[src/rtl/tpd_pkg.sv]
`timescale 1ns/1ps
package tpd_pkg;
    typedef enum logic {CH_HUNT, CH_TIME} ch_state_e;
    typedef enum logic {PR_ABSENT, PR_PRESENT} pair_state_e;
endpackage

[src/rtl/tpd_zero_cross.sv]
`timescale 1ns/1ps
module tpd_zero_cross #(
    parameter int SW = 12
) (
    input  logic                 clk,
    input  logic                 rst_n,
    input  logic                 smp_valid,
    input  logic signed [SW-1:0] smp,
    input  logic [SW-2:0]        hyst,
    output logic                 xing
);
    logic signed [SW-1:0] h_pos;
    logic signed [SW-1:0] h_neg;
    logic                 armed;

    assign h_pos = $signed({1'b0, hyst});
    assign h_neg = -h_pos;
    assign xing  = smp_valid && armed && (smp > h_pos);

    always_ff @(posedge clk or negedge rst_n) begin
        if (!rst_n) begin
            armed <= 1'b0;
        end else if (smp_valid) begin
            if (smp < h_neg) begin
                armed <= 1'b1;
            end else if (xing) begin
                armed <= 1'b0;
            end
        end
    end
endmodule

[src/rtl/tpd_chan_timer.sv]
`timescale 1ns/1ps
module tpd_chan_timer
    import tpd_pkg::*;
#(
    parameter int SW = 12,
    parameter int CW = 5,
    parameter int TW = 18
) (
    input  logic                 clk,
    input  logic                 rst_n,
    input  logic                 smp_valid,
    input  logic signed [SW-1:0] smp,
    input  logic [SW-2:0]        hyst,
    input  logic [CW-1:0]        cycles,
    input  logic [TW-1:0]        t_min,
    input  logic [TW-1:0]        t_max,
    input  logic [SW-1:0]        amp_thr,
    output logic                 match
);
    localparam int TC = TW + 1;
    localparam int CX = CW + 1;

    ch_state_e     state, state_n;
    logic          xing;
    logic [TC-1:0] ticks;
    logic [TC-1:0] tick_inc;
    logic [TC-1:0] tmax_x;
    logic [CW-1:0] cyc;
    logic [SW-1:0] mag;
    logic [SW-1:0] peak;
    logic [SW-1:0] peak_upd;
    logic          last_cycle;
    logic          in_window;
    logic          loud;
    logic          timeout;

    tpd_zero_cross #(.SW(SW)) zc_i (
        .clk       (clk),
        .rst_n     (rst_n),
        .smp_valid (smp_valid),
        .smp       (smp),
        .hyst      (hyst),
        .xing      (xing)
    );

    assign mag        = smp[SW-1] ? $unsigned(-smp) : $unsigned(smp);
    assign peak_upd   = (smp_valid && (mag > peak)) ? mag : peak;
    assign tmax_x     = {1'b0, t_max} + TC'(1);
    assign tick_inc   = (ticks >= tmax_x) ? ticks : ticks + TC'(1);
    assign last_cycle = ({1'b0, cyc} + CX'(1)) >= {1'b0, cycles};
    assign in_window  = (ticks >= {1'b0, t_min}) && (ticks <= {1'b0, t_max});
    assign loud       = peak > amp_thr;
    assign timeout    = ticks >= tmax_x;

    // state register
    always_ff @(posedge clk or negedge rst_n) begin
        if (!rst_n) begin
            state <= CH_HUNT;
        end else begin
            state <= state_n;
        end
    end

    // next state
    always_comb begin
        state_n = state;
        unique case (state)
            CH_HUNT: if (xing) state_n = CH_TIME;
            CH_TIME: if (!xing && timeout) state_n = CH_HUNT;
            default: state_n = CH_HUNT;
        endcase
    end

    // measurement datapath and match output
    always_ff @(posedge clk or negedge rst_n) begin
        if (!rst_n) begin
            ticks <= '0;
            cyc   <= '0;
            peak  <= '0;
            match <= 1'b0;
        end else begin
            unique case (state)
                CH_HUNT: begin
                    if (xing) begin
                        ticks <= TC'(1);
                        cyc   <= '0;
                        peak  <= mag;
                    end
                end
                CH_TIME: begin
                    if (xing && last_cycle) begin
                        match <= in_window && loud;
                        ticks <= TC'(1);
                        cyc   <= '0;
                        peak  <= mag;
                    end else if (xing) begin
                        cyc   <= cyc + CW'(1);
                        ticks <= tick_inc;
                        peak  <= peak_upd;
                    end else if (timeout) begin
                        match <= 1'b0;
                    end else begin
                        ticks <= tick_inc;
                        peak  <= peak_upd;
                    end
                end
                default: begin
                    match <= 1'b0;
                end
            endcase
        end
    end
endmodule

[src/rtl/tpd_pair_ctl.sv]
`timescale 1ns/1ps
module tpd_pair_ctl
    import tpd_pkg::*;
(
    input  logic clk,
    input  logic rst_n,
    input  logic match_a,
    input  logic match_b,
    input  logic irq_clr,
    output logic pair_present,
    output logic irq
);
    pair_state_e state, state_n;
    logic        both;

    assign both = match_a && match_b;

    always_ff @(posedge clk or negedge rst_n) begin
        if (!rst_n) begin
            state <= PR_ABSENT;
        end else begin
            state <= state_n;
        end
    end

    always_comb begin
        state_n = state;
        unique case (state)
            PR_ABSENT:  if (both)  state_n = PR_PRESENT;
            PR_PRESENT: if (!both) state_n = PR_ABSENT;
            default:    state_n = PR_ABSENT;
        endcase
    end

    // outputs: live status and sticky request
    assign pair_present = (state == PR_PRESENT);

    always_ff @(posedge clk or negedge rst_n) begin
        if (!rst_n) begin
            irq <= 1'b0;
        end else if (state == PR_ABSENT && both) begin
            irq <= 1'b1;
        end else if (irq_clr) begin
            irq <= 1'b0;
        end
    end
endmodule

[src/rtl/tone_pair_detector.sv]
`timescale 1ns/1ps
module tone_pair_detector #(
    parameter int SW = 12,
    parameter int CW = 5,
    parameter int TW = 18
) (
    input  logic                 clk,
    input  logic                 rst_n,
    input  logic                 lo_valid,
    input  logic signed [SW-1:0] lo_sample,
    input  logic                 hi_valid,
    input  logic signed [SW-1:0] hi_sample,
    input  logic [CW-1:0]        lo_cycles,
    input  logic [CW-1:0]        hi_cycles,
    input  logic [TW-1:0]        lo_tmin,
    input  logic [TW-1:0]        lo_tmax,
    input  logic [TW-1:0]        hi_tmin,
    input  logic [TW-1:0]        hi_tmax,
    input  logic [SW-2:0]        hyst,
    input  logic [SW-1:0]        amp_thr,
    input  logic                 irq_clr,
    output logic [1:0]           chan_match,
    output logic                 pair_present,
    output logic                 irq
);
    localparam int NCH = 2;

    for (genvar g = 0; g < NCH; g++) begin : g_chan
        tpd_chan_timer #(.SW(SW), .CW(CW), .TW(TW)) chan_i (
            .clk       (clk),
            .rst_n     (rst_n),
            .smp_valid ((g == 0) ? lo_valid  : hi_valid),
            .smp       ((g == 0) ? lo_sample : hi_sample),
            .hyst      (hyst),
            .cycles    ((g == 0) ? lo_cycles : hi_cycles),
            .t_min     ((g == 0) ? lo_tmin   : hi_tmin),
            .t_max     ((g == 0) ? lo_tmax   : hi_tmax),
            .amp_thr   (amp_thr),
            .match     (chan_match[g])
        );
    end

    tpd_pair_ctl pair_i (
        .clk          (clk),
        .rst_n        (rst_n),
        .match_a      (chan_match[0]),
        .match_b      (chan_match[1]),
        .irq_clr      (irq_clr),
        .pair_present (pair_present),
        .irq          (irq)
    );
endmodule

[config.mk]
export PLATFORM = sky130hd
export DESIGN_NAME = tone_pair_detector
export DESIGN_NICKNAME = d
export VERILOG_FILES = /design/src/rtl/tpd_pkg.sv /design/src/rtl/tpd_zero_cross.sv /design/src/rtl/tpd_chan_timer.sv /design/src/rtl/tpd_pair_ctl.sv /design/src/rtl/tone_pair_detector.sv
export SDC_FILE = /design/constraint.sdc
export NUM_CORES = 1
export LEC_CHECK = 0
export BUFFER_PORTS_ARGS = -buffer_cell sky130_fd_sc_hd__buf_2
export CAP_MARGIN = 20
export CORE_ASPECT_RATIO = 1.25
export CORE_MARGIN = 5
export CORE_UTILIZATION = 45
export DETAILED_ROUTE_END_ITERATION = 7
export SYNTH_ARGS = -nofsm -noshare
export SYNTH_HDL_FRONTEND = slang
export SYNTH_SLANG_ARGS = --single-unit
[constraint.sdc]
create_clock -name clk -period 5.42 [get_ports clk]
set_input_delay 0.271 -clock clk [delete_from_list [all_inputs] [get_ports clk]]
set_output_delay 0.271 -clock clk [all_outputs]
set_load 0.005 [all_outputs]
After elaboration in Yosys (flattened, before gate mapping)
Index checks and enable logic that the tools add are counted.

operators by class
  add/subtract/negate cells = 11
  $mul = 0
  divide/modulo/power cells = 0
  magnitude comparators = 16
  equality and inequality tests = 8
  shift operators = 0
  multiplexer cells = 53
  bitwise logic cells = 3
  reductions and logical operators = 31

operators by type and width
  operator                                                          number
  19-bit 2-to-1 mux                                                 10
  12-bit 2-to-1 mux                                                 12
  19-bit one-hot mux with 2 select lines                            2
  12-bit greater-than comparator                                    6
  12-bit one-hot mux with 2 select lines                            2
  18-bit by 1-bit adder with 19-bit output (second input constant)  2
  19-bit by 1-bit adder with 19-bit output (second input constant)  2
  19-bit by 18-bit greater-or-equal comparator with 1-bit output    2
  19-bit greater-or-equal comparator                                2
  19-bit by 18-bit less-or-equal comparator with 1-bit output       2
  5-bit 2-to-1 mux                                                  6
  12-bit less-than comparator                                       2
  12-bit negation                                                   2
  5-bit one-hot mux with 2 select lines                             2
  1-bit 2-to-1 mux                                                  17
  1-bit logical AND                                                 16
  5-bit by 1-bit adder with 6-bit output (second input constant)    2
  6-bit by 5-bit greater-or-equal comparator with 1-bit output      2
  11-bit negation with 12-bit output                                1
  2-bit AND reduction                                               6
  5-bit by 1-bit adder with 5-bit output (second input constant)    2
  2-bit nonzero test                                                5
  4-bit != test (second input constant)                             2
  3-bit != test (second input constant)                             2
  6 further kinds                                                   13

storage, ports and cells
  flip-flop bits (word level) = 80
  latch bits = 0
  bits in writable memories = 0
  memory bits (read-only) = 0
  output and inout bits = 4
  logic and storage cells = 136
  memories kept = 0

Logic depth before layout (Yosys ltp)
  depth in word-level cells = 9
  gate-level depth with buffers = 16
  mapped depth without buffers = 14

Modules after synthesis
Synthesis repeated with hierarchy kept, for this count alone.

second synthesis, totals
  cells, all modules = 1248
  area total of the unflattened synthesis = 10551.4 um2

modules (own cells, without submodules)
  module                              instances  cells an instance  area an instance (um2)
  tpd_chan_timer at g_chan[0].chan_i  1          516                4501.8
  tpd_chan_timer at g_chan[1].chan_i  1          528                4479.3
  tpd_zero_cross                      2          99                 748.2
  tpd_pair_ctl                        1          6                  73.8

Least setup slack after synthesis
No wires, ideal clock.

  kind = input to register
  from = input port hi_sample[4]
  to = register g_chan[1].chan_i.peak[10]
  setup time = 125 ps
  data arrival time = 3534 ps
  data required time = 5295 ps
  setup slack = 1761 ps
  stages = 13
  buffers on the path = 1
  path through = or3_1 > or4_1 > or3_1 > o21ai_0 > xnor2_1 > ha_1 > nand4_1 > a211oi_1 > a2111oi_0 > or3_1 > a32oi_4 > buf_12 > mux2_4

on the way
  longest elaborated chain between the ends = 9
  elaborated cells between the ends (all ways) = 16

ends and longest elaborated chain
  item                                      RTL line                  source
  start: declaration                        tone_pair_detector.sv:12  input logic signed [SW-1:0] hi_sample,
  12-bit negation *                         tpd_chan_timer.sv:46      assign mag = smp[SW-1] ? $unsigned(-smp) : $unsigned(smp);
  12-bit 2-to-1 mux *                       tpd_chan_timer.sv:46
  via g_chan[1].chan_i.mag[10]              tpd_chan_timer.sv:29      logic [SW-1:0] mag;
  12-bit greater-than comparator            tpd_chan_timer.sv:47      assign peak_upd = (smp_valid && (mag > peak)) ? mag : peak;
  1-bit logical AND                         tpd_chan_timer.sv:47
  12-bit 2-to-1 mux                         tpd_chan_timer.sv:47
  12-bit 2-to-1 mux                         tpd_chan_timer.sv:100     end else if (timeout) begin
  12-bit 2-to-1 mux                         tpd_chan_timer.sv:96      end else if (xing) begin
  12-bit 2-to-1 mux                         tpd_chan_timer.sv:91      if (xing && last_cycle) begin
  12-bit one-hot mux with 2 select lines *  tpd_chan_timer.sv:82      unique case (state)
  end signal: assignment                    tpd_chan_timer.sv:95      peak <= mag;
  end signal: assignment                    tpd_chan_timer.sv:99      peak <= peak_upd;
  end signal: assignment                    tpd_chan_timer.sv:104     peak <= peak_upd;
  end: declaration                          tpd_chan_timer.sv:30      logic [SW-1:0] peak;

The timed path passes the listed nets; every way through them passes the cells marked *. The select of a mux whose other input is x is not followed.
A chain may end at the register's enable or synchronous reset.

Worst setup path in the final report
  from = input port hi_tmax[0]
  to = register g_chan[1].chan_i.peak[1]

on the way
  longest elaborated chain between the ends = 4

ends and longest elaborated chain
  item                                      RTL line                  source
  start: declaration                        tone_pair_detector.sv:18  input logic [TW-1:0] hi_tmax,
  18-bit by 1-bit adder with 19-bit output  tpd_chan_timer.sv:48      assign tmax_x = {1'b0, t_max} + TC'(1);
  19-bit greater-or-equal comparator        tpd_chan_timer.sv:53      assign timeout = ticks >= tmax_x;
  4-bit != test (no source line)            --
  2-bit AND reduction (no source line)      --
  end signal: assignment                    tpd_chan_timer.sv:87      peak <= mag;
  end signal: assignment                    tpd_chan_timer.sv:95
  end signal: assignment                    tpd_chan_timer.sv:99

Every way passes these cells.

==> out/qor.yml <==
outcome:
  status: "finished clean"
critical_path:
  cpPeakStageDelay_ns: 0.61
  critPathBufInv: 1
  worst_path_max_delay_cell: "a32oi_4"
  crit_chain: "buf_2 -> ha_1 -> nand3_1 -> nor2_1 -> nand3_1 -> xnor2_1 -> ha_1 -> a21o_1 -> a221o_1 -> a221oi_2 -> o21ai_2 -> or2_1 -> a32oi_4 -> mux2_2"
  crit_family: "compound AO/OA/AOI/OAI gates"
  cp.depth: 14
  critPathLaunchType: "input port"
  critical_path.max_fanout: 12
  cp.arrival_ns: 4.09
  required_ns: 5.64
  r2r_cells: 8
  end_kind: "register"
  crit_type: "in -> reg"
global_route:
  grt_pass1_vias: 9110
  grtUsageTotal_pct: 20.9
  grt_pass1_wl_um: 43400
  antenna_found_initial: 4
  use_met2_pct: 36.8
  use_met3_pct: 3.10
  grt_remaining_overflow: 0
  grt.busiest_layer: "met2"
  met1_usage_pct: 26.2
  grt_max_degree: 72
logic_synthesis:
  synth_top_family_by_area: "adder cells"
  yosys.area_share.xor_xnor_pct: 6.34
  ys_seq_area_share_pct: 19.8
  syn_nets: 1553
  syn_avg_cell_area_um2: 8.42
  synth_compound_area_share_pct: 17.0
  synth-edff-count: 0
  synth-simple-area-share_pct: 19.3
  synth_warnings: 0
  netlist_instances: 1198
  synth_seq_cells: 80
  syn_area_um2: 10100
  synth_top_area_share_pct: 27.4
  synthMuxAreaShare_pct: 3.51
  ys_async_sr_fraction_pct: 100
  netlist_top_cells_area: "ha_1, dfrtp_1, xnor2_1"
  synth_cell_types: 72
  synth_ff_type: "dfrtp_1"
  synth_top_area_cell: "ha_1"
  yosys.area_share.adder_pct: 27.4
clock_tree:
  clock_insertion_delay_worst_skew_ns: 0.34
  cts_root_buf: "clkbuf_16"
  path_clk_slew_ns: 0.06
  numCtsBuffers: 9
  htree_levels: 3
  clock-sinks: 80
  cts_tree: "done"
  cts_resized: 0
  clock_path_buffers: 2
  postCtsSetupRepairBufs: 0
route:
  viasPerCell: 5.61
  ant_nets: 0
  drtIter0Drc: 293
  drtPass1Iterations: 4
  route.detailed.drc: 0
  wl_um: 26600
  post_drt_wl_per_cell_um: 16.4
  via_count: 9105
final_layout:
  fin_util_pct: 51.3
  layout-drive-gt1-share_pct: 14.2
  synthToLayoutAreaGrowth_pct: 12.9
  n_fill_cell: 2141
  num_antenna_cells: 0
  nets: 1689
power:
  power.leakage_nw: 5.89
  finalPower_w: 0.00310
  power_density_nw_per_um2: 272
  irDropWorstVdd_mv: 0.170
timing:
  rsz0062_at_grt: "no"
  worst_pin_slew_ns: 1.08
  finalHoldViolations: 0
  clock_skew_ns: 0.0117
  max_slew_margin_pct: 27.5
  final_max_slew_viol_count: 0
  finalSetupViolCount: 0
  whs_ns: 0.138
  max_clock_freq_ghz: 0.259
  setup_tns_ns: 0
  timing.final.crit_share_pct: 71.3
  min_period_ns: 3.87
floorplanning:
  core_um2: 22200
  dieWidth_um: 144
  dieArea_um2: 25500
  io_pins: 138
  start_util_pct: 45.4
  rows: 61
  dieHeight_um: 177
min_path:
  hold_depth: 2
  hp-class: "in -> reg"
placed_design:
  hpwl_um: 22100
  portBuffers: 137
  place_congestion: 0.882
flow_run:
  drv_cap: 0
[placed cells by master (no fill, tap or decap), types with 5 or more instances in the layout]
cell,n
o21ai_0,57
a31oi_1,6
nor3_1,29
inv_1,151
buf_2,136
a2111oi_0,5
nand4_1,43
a21o_1,25
dfrtp_1,80
a21oi_1,66
xnor2_1,69
mux2i_1,5
clkbuf_16,9
o31ai_1,12
nand2b_1,9
and3_1,20
o211ai_1,10
and4_1,6
nand3b_1,5
mux2_4,9
nor4_1,16
nand2_1,66
a221o_1,6
buf_4,7
nor2_1,63
or3_1,13
nor2b_1,21
nand3_1,50
nor3b_1,6
mux2_2,12
a211o_1,6
a211oi_1,23
ha_1,221
o21a_1,5
[per-layer routing]
metal  vias up  part of all wire (%)
met4         8                   2.2
met2       189                    48
met3        46                   5.2
li1       4670                     -
met5         -                  0.21
met1      4192                    44
[cells by family (layout without fill, tap and decap cells)]
group | Yosys count | in the layout
xor+xnor | 73 | 73
buf+inv | 170 | 311
simple gates | 369 | 369
fa+ha+maj | 221 | 221
compound gates | 256 | 256
mux | 29 | 29
flops | 80 | 80
[synthesized netlist by cell type (all sizes together) (6+ instances only)]
cell / n
inv: 151
nor3: 29
o31ai: 13
mux2: 24
nand4: 43
clkbuf: 13
a21o: 25
nand3: 50
a31oi: 6
nor4: 16
xnor2: 69
nor3b: 6
nor2: 63
o21ai: 59
a211oi: 23
nand2: 66
dfrtp: 80
buf: 6
nor2b: 21
a21oi: 66
o211ai: 10
or3: 13
nand2b: 9
a221o: 6
a211o: 6
and3: 20
ha: 221
and4: 6
[layout make-up]
cell class / instances / area [um2] / share of cell area (%)
Timing Repair Buffer: 144 / 743 / 6.52
Sequential cell: 80 / 2000 / 17.6
Multi-Input combinational cell: 948 / 7420 / 65.1
Tap cell: 283 / 354 / 3.11
Clock inverter: 4 / 51.3 / 0.450
Inverter: 151 / 567 / 4.97
Clock buffer: 12 / 256 / 2.25
[repair_timing]
action                                  4_1_cts  5_1_grt
endpoints found under the hold margin         9        0
hold buffers                                  1        0
endpoints found under the setup margin        0        0
[worst reg2reg max path, stage by stage (launching register included)]
cell and delay (ns):
dfrtp_1 0.51, ha_1 0.37, a21o_1 0.18, a221o_1 0.33, a221oi_2 0.25, o21ai_2 0.16
or2_1 0.42, a32oi_4 0.61, mux2_2 0.41
[where the power goes]
group,switching [W],leakage [nW],internal (W)
sequential,0.000239,1.03,0.000757
clock,0.000251,0.149,0.000383
combinational,0.000758,4.70,0.000708
[worst paths after layout]
| check | startpoint | slack, ns | to |
|---|---|---|---|
| min reg2reg | g_chan[0].chan_i.zc_i.armed | 0.49 | g_chan[0].chan_i.zc_i.armed |
| max in group asynchronous | rst_n | 3.96 | g_chan[1].chan_i.peak[10] |
| max | hi_tmax[0] | 1.55 | g_chan[1].chan_i.peak[1] |
| min in group asynchronous | rst_n | 0.29 | g_chan[0].chan_i.peak[0] |
| max reg2reg | g_chan[1].chan_i.ticks[12] | 2.06 | g_chan[1].chan_i.peak[1] |
| min | irq_clr | 0.14 | pair_i.irq |
[state kept, by name, indices dropped and copies added, names as in the netlist]
signal	cells
g_chan.chan_i.ticks	38
g_chan.chan_i.peak	24
g_chan.chan_i.state	2
pair_i.pair_present	1
g_chan.chan_i.zc_i.armed	2
pair_i.irq	1
g_chan.chan_i.match	2
g_chan.chan_i.cyc	10
[through the flow]
| step | area [um2] | instances | worst slack (ns) |
|---|---|---|---|
| after global placement | 11100 | 1605 | 1.25 |
| after global routing | 11400 | 1622 | 1.33 |
| final | 11400 | 1622 | 1.55 |
| after CTS | 11400 | 1622 | 1.55 |
| after floorplan | 10100 | 1198 | 1.76 |
| after detailed placement | 11100 | 1605 | 1.19 |
No activity file was read; power rests on OpenSTA's default activity.
